`src/rtl/trg_pkg.sv`:
```
package trg_pkg;
   // Maps a select code to an external source index, skipping the reserved code.
   function automatic int slot_to_src(input int slot, input int flag_code);
      return (slot < flag_code) ? slot : slot - 1;
   endfunction
endpackage

```
`src/rtl/trg_src_mux.sv`:
```
module trg_src_mux
   import trg_pkg::*;
#(
   parameter int NSRC     = 6,
   parameter int SEL_W    = 3,
   parameter int FLAG_SEL = 0
) (
   input  logic [NSRC-1:0]  trig_src,
   input  logic [SEL_W-1:0] trig_sel,
   output logic             sel_level,
   output logic             flag_mode
);
   localparam int SLOTS = 2 ** SEL_W;

   logic [SLOTS-1:0] slot_val;

   generate
      for (genvar g = 0; g < SLOTS; g++) begin : g_slot
         localparam int IDX = slot_to_src(g, FLAG_SEL);
         if (g == FLAG_SEL) begin : g_flag
            assign slot_val[g] = 1'b0;
         end else if (IDX < NSRC) begin : g_ext
            assign slot_val[g] = trig_src[IDX];
         end else begin : g_unused
            assign slot_val[g] = 1'b0;
         end
      end
   endgenerate

   assign sel_level = slot_val[trig_sel];
   assign flag_mode = (trig_sel == SEL_W'(FLAG_SEL));
endmodule

```
`src/rtl/trg_sync_edge.sv`:
```
module trg_sync_edge #(
   parameter int STAGES = 2
) (
   input  logic clk,
   input  logic rst_n,
   input  logic din,
   output logic rise
);
   logic synced;
   logic prev;

   generate
      if (STAGES == 1) begin : g_single
         logic q;
         always_ff @(posedge clk or negedge rst_n) begin
            if (!rst_n) q <= 1'b0;
            else        q <= din;
         end
         assign synced = q;
      end else begin : g_chain
         logic [STAGES-1:0] q;
         always_ff @(posedge clk or negedge rst_n) begin
            if (!rst_n) q <= '0;
            else        q <= {q[STAGES-2:0], din};
         end
         assign synced = q[STAGES-1];
      end
   endgenerate

   always_ff @(posedge clk or negedge rst_n) begin
      if (!rst_n) prev <= 1'b0;
      else        prev <= synced;
   end

   assign rise = synced & ~prev;
endmodule

```
`src/rtl/trg_start_ctl.sv`:
```
module trg_start_ctl (
   input  logic clk,
   input  logic rst_n,
   input  logic auto_en,
   input  logic flag_mode,
   input  logic rise,
   input  logic conv_done,
   input  logic sw_start,
   input  logic busy,
   output logic start_o,
   output logic presc_rst_o
);
   logic hw_req;
   logic idle;

   assign hw_req = auto_en & (flag_mode ? conv_done : rise);
   assign idle   = ~busy & ~start_o;

   always_ff @(posedge clk or negedge rst_n) begin
      if (!rst_n) begin
         start_o     <= 1'b0;
         presc_rst_o <= 1'b0;
      end else begin
         start_o     <= idle & (sw_start | hw_req);
         presc_rst_o <= idle & hw_req;
      end
   end
endmodule

```
`src/rtl/trg_autostart.sv`:
```
module trg_autostart #(
   parameter int NSRC        = 6,
   parameter int SEL_W       = 3,
   parameter int FLAG_SEL    = 0,
   parameter int SYNC_STAGES = 2
) (
   input  logic             clk,
   input  logic             rst_n,
   input  logic [NSRC-1:0]  trig_src,
   input  logic             auto_en,
   input  logic [SEL_W-1:0] trig_sel,
   input  logic             sw_start,
   input  logic             busy,
   input  logic             conv_done,
   output logic             start_o,
   output logic             presc_rst_o,
   output logic             active_o
);
   localparam int SLOTS = 2 ** SEL_W;

   generate
      if (NSRC < 1 || NSRC > SLOTS - 1) begin : g_bad_nsrc
         $error("NSRC must fit in the select space beside the reserved code");
      end
      if (FLAG_SEL < 0 || FLAG_SEL >= SLOTS) begin : g_bad_flag
         $error("FLAG_SEL outside the select space");
      end
      if (SYNC_STAGES < 1) begin : g_bad_sync
         $error("SYNC_STAGES must be at least 1");
      end
   endgenerate

   logic sel_level;
   logic flag_mode;
   logic rise;

   trg_src_mux #(.NSRC(NSRC), .SEL_W(SEL_W), .FLAG_SEL(FLAG_SEL)) u_mux (
      .trig_src  (trig_src),
      .trig_sel  (trig_sel),
      .sel_level (sel_level),
      .flag_mode (flag_mode)
   );

   trg_sync_edge #(.STAGES(SYNC_STAGES)) u_edge (
      .clk   (clk),
      .rst_n (rst_n),
      .din   (sel_level),
      .rise  (rise)
   );

   trg_start_ctl u_ctl (
      .clk         (clk),
      .rst_n       (rst_n),
      .auto_en     (auto_en),
      .flag_mode   (flag_mode),
      .rise        (rise),
      .conv_done   (conv_done),
      .sw_start    (sw_start),
      .busy        (busy),
      .start_o     (start_o),
      .presc_rst_o (presc_rst_o)
   );

   assign active_o = busy | start_o;
endmodule

```
`config.mk`:
```
export PLATFORM = sky130hd
export DESIGN_NAME = trg_autostart
export DESIGN_NICKNAME = d
export VERILOG_FILES = /design/src/rtl/trg_pkg.sv /design/src/rtl/trg_src_mux.sv /design/src/rtl/trg_sync_edge.sv /design/src/rtl/trg_start_ctl.sv /design/src/rtl/trg_autostart.sv
export SDC_FILE = /design/constraint.sdc
export NUM_CORES = 1
export LEC_CHECK = 0
export CELL_PAD_IN_SITES_DETAIL_PLACEMENT = 1
export CELL_PAD_IN_SITES_GLOBAL_PLACEMENT = 2
export CORE_AREA = 3 3 40 42
export CTS_CLUSTER_DIAMETER = 100
export CTS_CLUSTER_SIZE = 30
export DETAILED_ROUTE_END_ITERATION = 8
export DIE_AREA = 0 0 43 45
export DONT_BUFFER_PORTS = 1
export MAX_ROUTING_LAYER = met4
export PLACE_DENSITY_LB_ADDON = 0.2
export SYNTH_ARGS = -nofsm -noshare
export SYNTH_HDL_FRONTEND = slang
export SYNTH_SLANG_ARGS = --single-unit
export TNS_END_PERCENT = 20
```
`constraint.sdc`:
```
create_clock -name clk -period 1.2 [get_ports clk]
set_clock_uncertainty 0.2 [all_clocks]
set_input_delay 0.06 -clock clk [delete_from_list [all_inputs] [get_ports clk]]
set_output_delay 0.06 -clock clk [all_outputs]
set_load 0.005 [all_outputs]
```
==> impl_metrics.ini, run 1 <==
[run_status]
outcome = finished, violations left
violations = hold timing

[clocking]
insertion_delay_ns = 0.24
cts-root-buf = clkbuf_4
cts_setup_buffers = 0
tritoncts = yes
clk_path_buf_depth = 2
clk_pin_slew_ns = 0.04
htree_levels = 1
holdBufCountCts = 9
cts.sinks = 5
cts_buffers = 3

[grt]
grt_overflow = 0
grt.total_usage_pct = 7.494
antenna_found_initial = 0
grt_pass1_wl_um = 931
grt_max_degree = 6
grt_pass1_vias = 234

[die]
die_h_um = 45
dieWidth_um = 43
coreArea_um2 = 1285
rows = 13
boundaryPins = 18
die_area_um2 = 1935
start_util_pct = 18.50

[detailed_routing]
viasPerCell = 4.306
drc_errors = 0
vias = 211
postRouteAntennaNets = 0
first_iter_violations = 4
firstDrtPassIters = 2
drt-wirelength-per-cell_um = 11.98
drt-total-wl_um = 587

[final_layout]
areaGrowthSynthToFinish_pct = 57.89
fin_util_pct = 29.21
finalNetCount = 50
fin_area_um2 = 375.4
antenna_cells = 0
drive_gt1_share_pct = 23.53

[power]
finalPower_mw = 0.4448
power_density_nw_per_um2 = 1185
leakagePower_nw = 0.1640
vdd_ir_drop_max_uv = 317.5

[yosys]
ys_types = 13
synth_area_per_cell_um2 = 11.32
syn_nets = 36
yosys_warnings = 0
ys_seq_area_share_pct = 52.63
syn_area_um2 = 237.7
ys_ff_latch = 5
synth_cells = 21

[place]
globalplace.congestion = 0.5796
port_buffers = 0
place_hpwl_um = 398.8
dpl_cell_area_um2 = 256.5
post-place-ws_ns = 0.03148

[worst_setup_path]
crit_type = register to register
worstPathRequired_ns = 1.17
r2r-start = u_edge.prev
r2r-end = u_ctl.start_o
critPathLaunchType = register
worst_setup_path_end_kind = register
path_max_fanout = 2
r2r_setup_slack_ns = 0.04
reg2reg_depth = 3
critical_path_arrival_ns = 1.13

[timing]
slew_viol_final = 0
hold_ws_ns = -0.04965
worstMarginPinSlew_ns = 0.3193
max_clock_freq_mhz = 862.3
relSlewSlack_pct = 78.55
fin_ws_ns = 0.04030
rsz0062_at_grt = true
period_minus_slack_ns = 1.160
finalHoldViolations = 2
setup_violations = 0
period_share_pct = 96.64

[hold_path]
worstHoldPathCells = 3
holdCritPathClass = primary input to register
hold_end = u_ctl.presc_rst_o
min_from = trig_sel[2]

[run]
cap_violations = 0
synth_stat cells (all sizes together):
cell | count | share of area [%]
a21oi | 2 | 7.4
a31oi | 1 | 2.6
dfrtp | 5 | 53
inv | 2 | 3.2
mux2 | 2 | 11
mux2i | 1 | 4.2
nand2 | 3 | 4.7
nand3b | 1 | 3.2
nor2 | 1 | 1.6
nor3 | 1 | 2.1
o221a | 1 | 4.7
or2 | 1 | 2.6
cells by family after synthesis:
logic type      share of synthesized area [%]
mux                                     15.26
compound gates                          14.74
flops                                   52.63
buf+inv                                 3.159
simple gates                            14.21
what timing repair did:
action	CTS	global route
pin swaps	0	2
hold endpoints to repair	8	2
cloned	0	0
endpoints found under the setup margin	1	2
gates resized for setup	1	0
flip-flops by register name, indices dropped and copies added, names as in the netlist:
signal / count
u_ctl.start_o: 1
u_edge.g_chain.q: 2
u_ctl.presc_rst_o: 1
u_edge.prev: 1
critical path, stage by stage, from the launching register on:
cell	delay, ns
dfrtp_1	0.35
nand3b_1	0.15
mux2_4	0.29
a21oi_2	0.11
layout by cell type (no fill, tap or decap):
cell type      synthesis  final
a21oi_2                2      2
a31oi_1                1      1
clkbuf_1               0      1
clkbuf_4               0      3
dfrtp_1                5      5
dlygate4sd3_1          0      9
inv_1                  2      2
mux2_2                 1      1
mux2_4                 1      1
mux2i_1                1      1
nand2_1                3      3
nand3b_1               1      1
nor2_1                 1      1
nor3_1                 1      1
o221a_1                1      1
or2_4                  0      1
metrics by stage:
step           setup TNS (ns)  cells
6_report                    0     49
5_1_grt              -0.01213     49
3_3_place_gp                0     36
2_1_floorplan               0     21
4_1_cts                     0     49
3_5_place_dp                0     36
routing by layer:
metal  track usage, %  routed length (µm)
met4            9.036                   0
met1            7.073                 219
met2            10.48                 319
met5                -                   0
met3            3.187                  48
area by class of cell:
cell class / instances / area [µm²]
Inverter: 2 / 7.507
Fill cell: 143 / 909.6
Timing Repair Buffer: 9 / 90.09
Tap cell: 15 / 18.77
Multi-Input combinational cell: 14 / 107.6
Clock buffer: 4 / 26.28
Sequential cell: 5 / 125.1
power by group:
group / internal, mW / switching (mW) / total (mW)
Combinational: 0.0430 / 0.0228 / 0.0658
Clock: 0.125 / 0.0642 / 0.190
Sequential: 0.183 / 0.00596 / 0.189
worst max path at each step:
stage                startpoint       endpoint  slack (ns)  cells past startpoint
floorplan           u_edge.prev  u_ctl.start_o        0.07                      3
global placement    u_edge.prev  u_ctl.start_o        0.04                      3
detailed placement  u_edge.prev  u_ctl.start_o        0.03                      3
CTS                 u_edge.prev  u_ctl.start_o        0.01                      3
global route        u_edge.prev  u_ctl.start_o       -0.01                      3
finish              u_edge.prev  u_ctl.start_o        0.04                      3
No activity file was read; power rests on OpenSTA's default activity.
==> run 2, diff against run 1 <==
--- a/config.mk
+++ b/config.mk
@@ -5,7 +5,7 @@
 export SDC_FILE = /design/constraint.sdc
 export NUM_CORES = 1
 export LEC_CHECK = 0
-export CELL_PAD_IN_SITES_DETAIL_PLACEMENT = 1
+export CELL_PAD_IN_SITES_DETAIL_PLACEMENT = 2
 export CELL_PAD_IN_SITES_GLOBAL_PLACEMENT = 2
 export CORE_AREA = 3 3 40 42
 export CTS_CLUSTER_DIAMETER = 100
==> run 2 against run 1 <==
The run still ends with hold timing left. Largest cell class unchanged. Via count grew 1.9%. Highest routed layer unchanged. Critical path type unchanged. Flip-flop and latch count is the same. Routed wire length grew 7.7%. Global-route usage grew 0.52 points.
==> impl_metrics.ini, run 2 (synthesis gave the netlist of run 1 again) <==
[clocking]
clk_path_buf_depth = 2
tritoncts = yes
cts_setup_buffers = 0
htree_levels = 1
cts-root-buf = clkbuf_4
insertion_delay_ns = 0.24
cts_buffers = 3
clk_pin_slew_ns = 0.05
holdBufCountCts = 9
cts.sinks = 5

[worst_setup_path]
slowest_delay_ns = 0.36
slowest_stage = dfrtp_1
worstPathRequired_ns = 1.17
r2r-start = u_edge.prev
worst_setup_path_end_kind = register
critPathLaunchType = register
crit_path_cell_trace = nand3b_1, mux2_4, a21oi_2
crit_type = register to register
reg2reg_depth = 3
critical_path_arrival_ns = 1.15
r2r-end = u_ctl.start_o
path_max_fanout = 2
r2r_setup_slack_ns = 0.02

[power]
leakagePower_nw = 0.1640
vdd_ir_drop_max_uv = 314.9
power_density_nw_per_um2 = 1197

[final_layout]
top_register = u_edge.g_chain.q
largest_reg_flops = 2
mostFrequentLayoutCells = 9 x dlygate4sd3_1, 5 x dfrtp_1, 3 x nand2_1, 3 x clkbuf_4
fill_cells = 150
drive_gt1_share_pct = 23.53
finalNetCount = 50
mostFrequentLayoutCell = dlygate4sd3_1
areaGrowthSynthToFinish_pct = 57.89
antenna_cells = 0

[timing]
max_clock_freq_mhz = 849.7
period_share_pct = 98.07
rsz0062_at_grt = true
hold_ws_ns = -0.05094
fin_ws_ns = 0.02312
slew_viol_final = 0
period_minus_slack_ns = 1.177
relSlewSlack_pct = 79.72
setup_violations = 0
fin_setup_tns_ns = 0
worstMarginPinSlew_ns = 0.3019
finalHoldViolations = 2

[detailed_routing]
drc_errors = 0
viasPerCell = 4.388
postRouteAntennaNets = 0
firstDrtPassIters = 2
drt-total-wl_um = 632
first_iter_violations = 2
drt-wirelength-per-cell_um = 12.90
vias = 215

[grt]
antenna_found_initial = 0
grt_max_degree = 6
grt_pass1_vias = 245
grt.total_usage_pct = 8.017
grt_pass1_wl_mm = 1.035
grt_overflow = 0

[hold_path]
hold_end = u_ctl.presc_rst_o
min_from = trig_sel[2]
holdCritPathClass = primary input to register
worstHoldPathCells = 3

[die]
rows = 13
coreArea_um2 = 1285
boundaryPins = 18
die_h_um = 45
dieWidth_um = 43
die_area_um2 = 1935
start_util_pct = 18.50

[place]
globalplace.congestion = 0.5796
port_buffers = 0
post-place-ws_ns = 0.02451
place_hpwl_um = 414.6

[run_status]
violations = hold timing
outcome = finished, violations left

[run]
cap_violations = 0
[run 2: routing by layer]
layer | wire length, µm | global-route usage, %
met1 | 238 | 7.824
met2 | 345 | 12.28
met3 | 48 | 3.187
met4 | 0 | 7.229
met5 | 0 | -
[run 2: timing repair]
item / in CTS / in global routing
pin swaps: 0 / 2
resized for setup: 1 / 0
endpoints found under the hold margin: 8 / 2
endpoints found under the setup margin: 1 / 3
[run 2: how the worst max path moves through the flow]
| stage | startpoint | endpoint | slack (ns) | depth (start not counted) |
|---|---|---|---|---|
| after floorplan | u_edge.prev | u_ctl.start_o | 0.07 | 3 |
| after global placement | u_edge.prev | u_ctl.start_o | 0.04 | 3 |
| final | u_edge.prev | u_ctl.start_o | 0.02 | 3 |
| after CTS | u_edge.prev | u_ctl.start_o | 0.005 | 3 |
| after global routing | u_edge.prev | u_ctl.start_o | -0.02 | 3 |
| after detailed placement | u_edge.prev | u_ctl.start_o | 0.02 | 3 |
[run 2: power breakdown]
part / internal [mW] / leakage, nW / total (mW) / switching [mW]
registers: 0.183 / 0.0625 / 0.189 / 0.00620
logic: 0.0429 / 0.0866 / 0.0660 / 0.0230
clock network: 0.126 / 0.0150 / 0.194 / 0.0681
total: 0.352 / 0.164 / 0.449 / 0.0973
[run 2: critical path, delay by kind of cell, from the launching register on]
kind	cells	cell delay (ns)
DFF	1	0.36
muxes	1	0.29
and+or+nand+nor	1	0.15
AOI/OAI and AO/OA	1	0.11
[run 2: layout make-up]
class / count / area [µm²] / area share (%)
multi-input cells: 14 / 107.6 / 28.67
well taps: 15 / 18.77 / 5.000
flip-flops and latches: 5 / 125.1 / 33.33
inverters: 2 / 7.507 / 2.000
clock buffers: 4 / 26.28 / 7.000
repair buffers: 9 / 90.09 / 24.00
[run 2: metrics by stage]
step                      utilization (%)  area, µm²  total power, mW  instances
final                               29.21      375.4           0.4492         49
after global routing                29.21      375.4           0.4869         49
after CTS                           29.21      375.4           0.4588         49
after detailed placement            19.96      256.5           0.2270         36
after global placement              19.96      256.5           0.2254         36
after floorplan                         -      237.7           0.2207         21
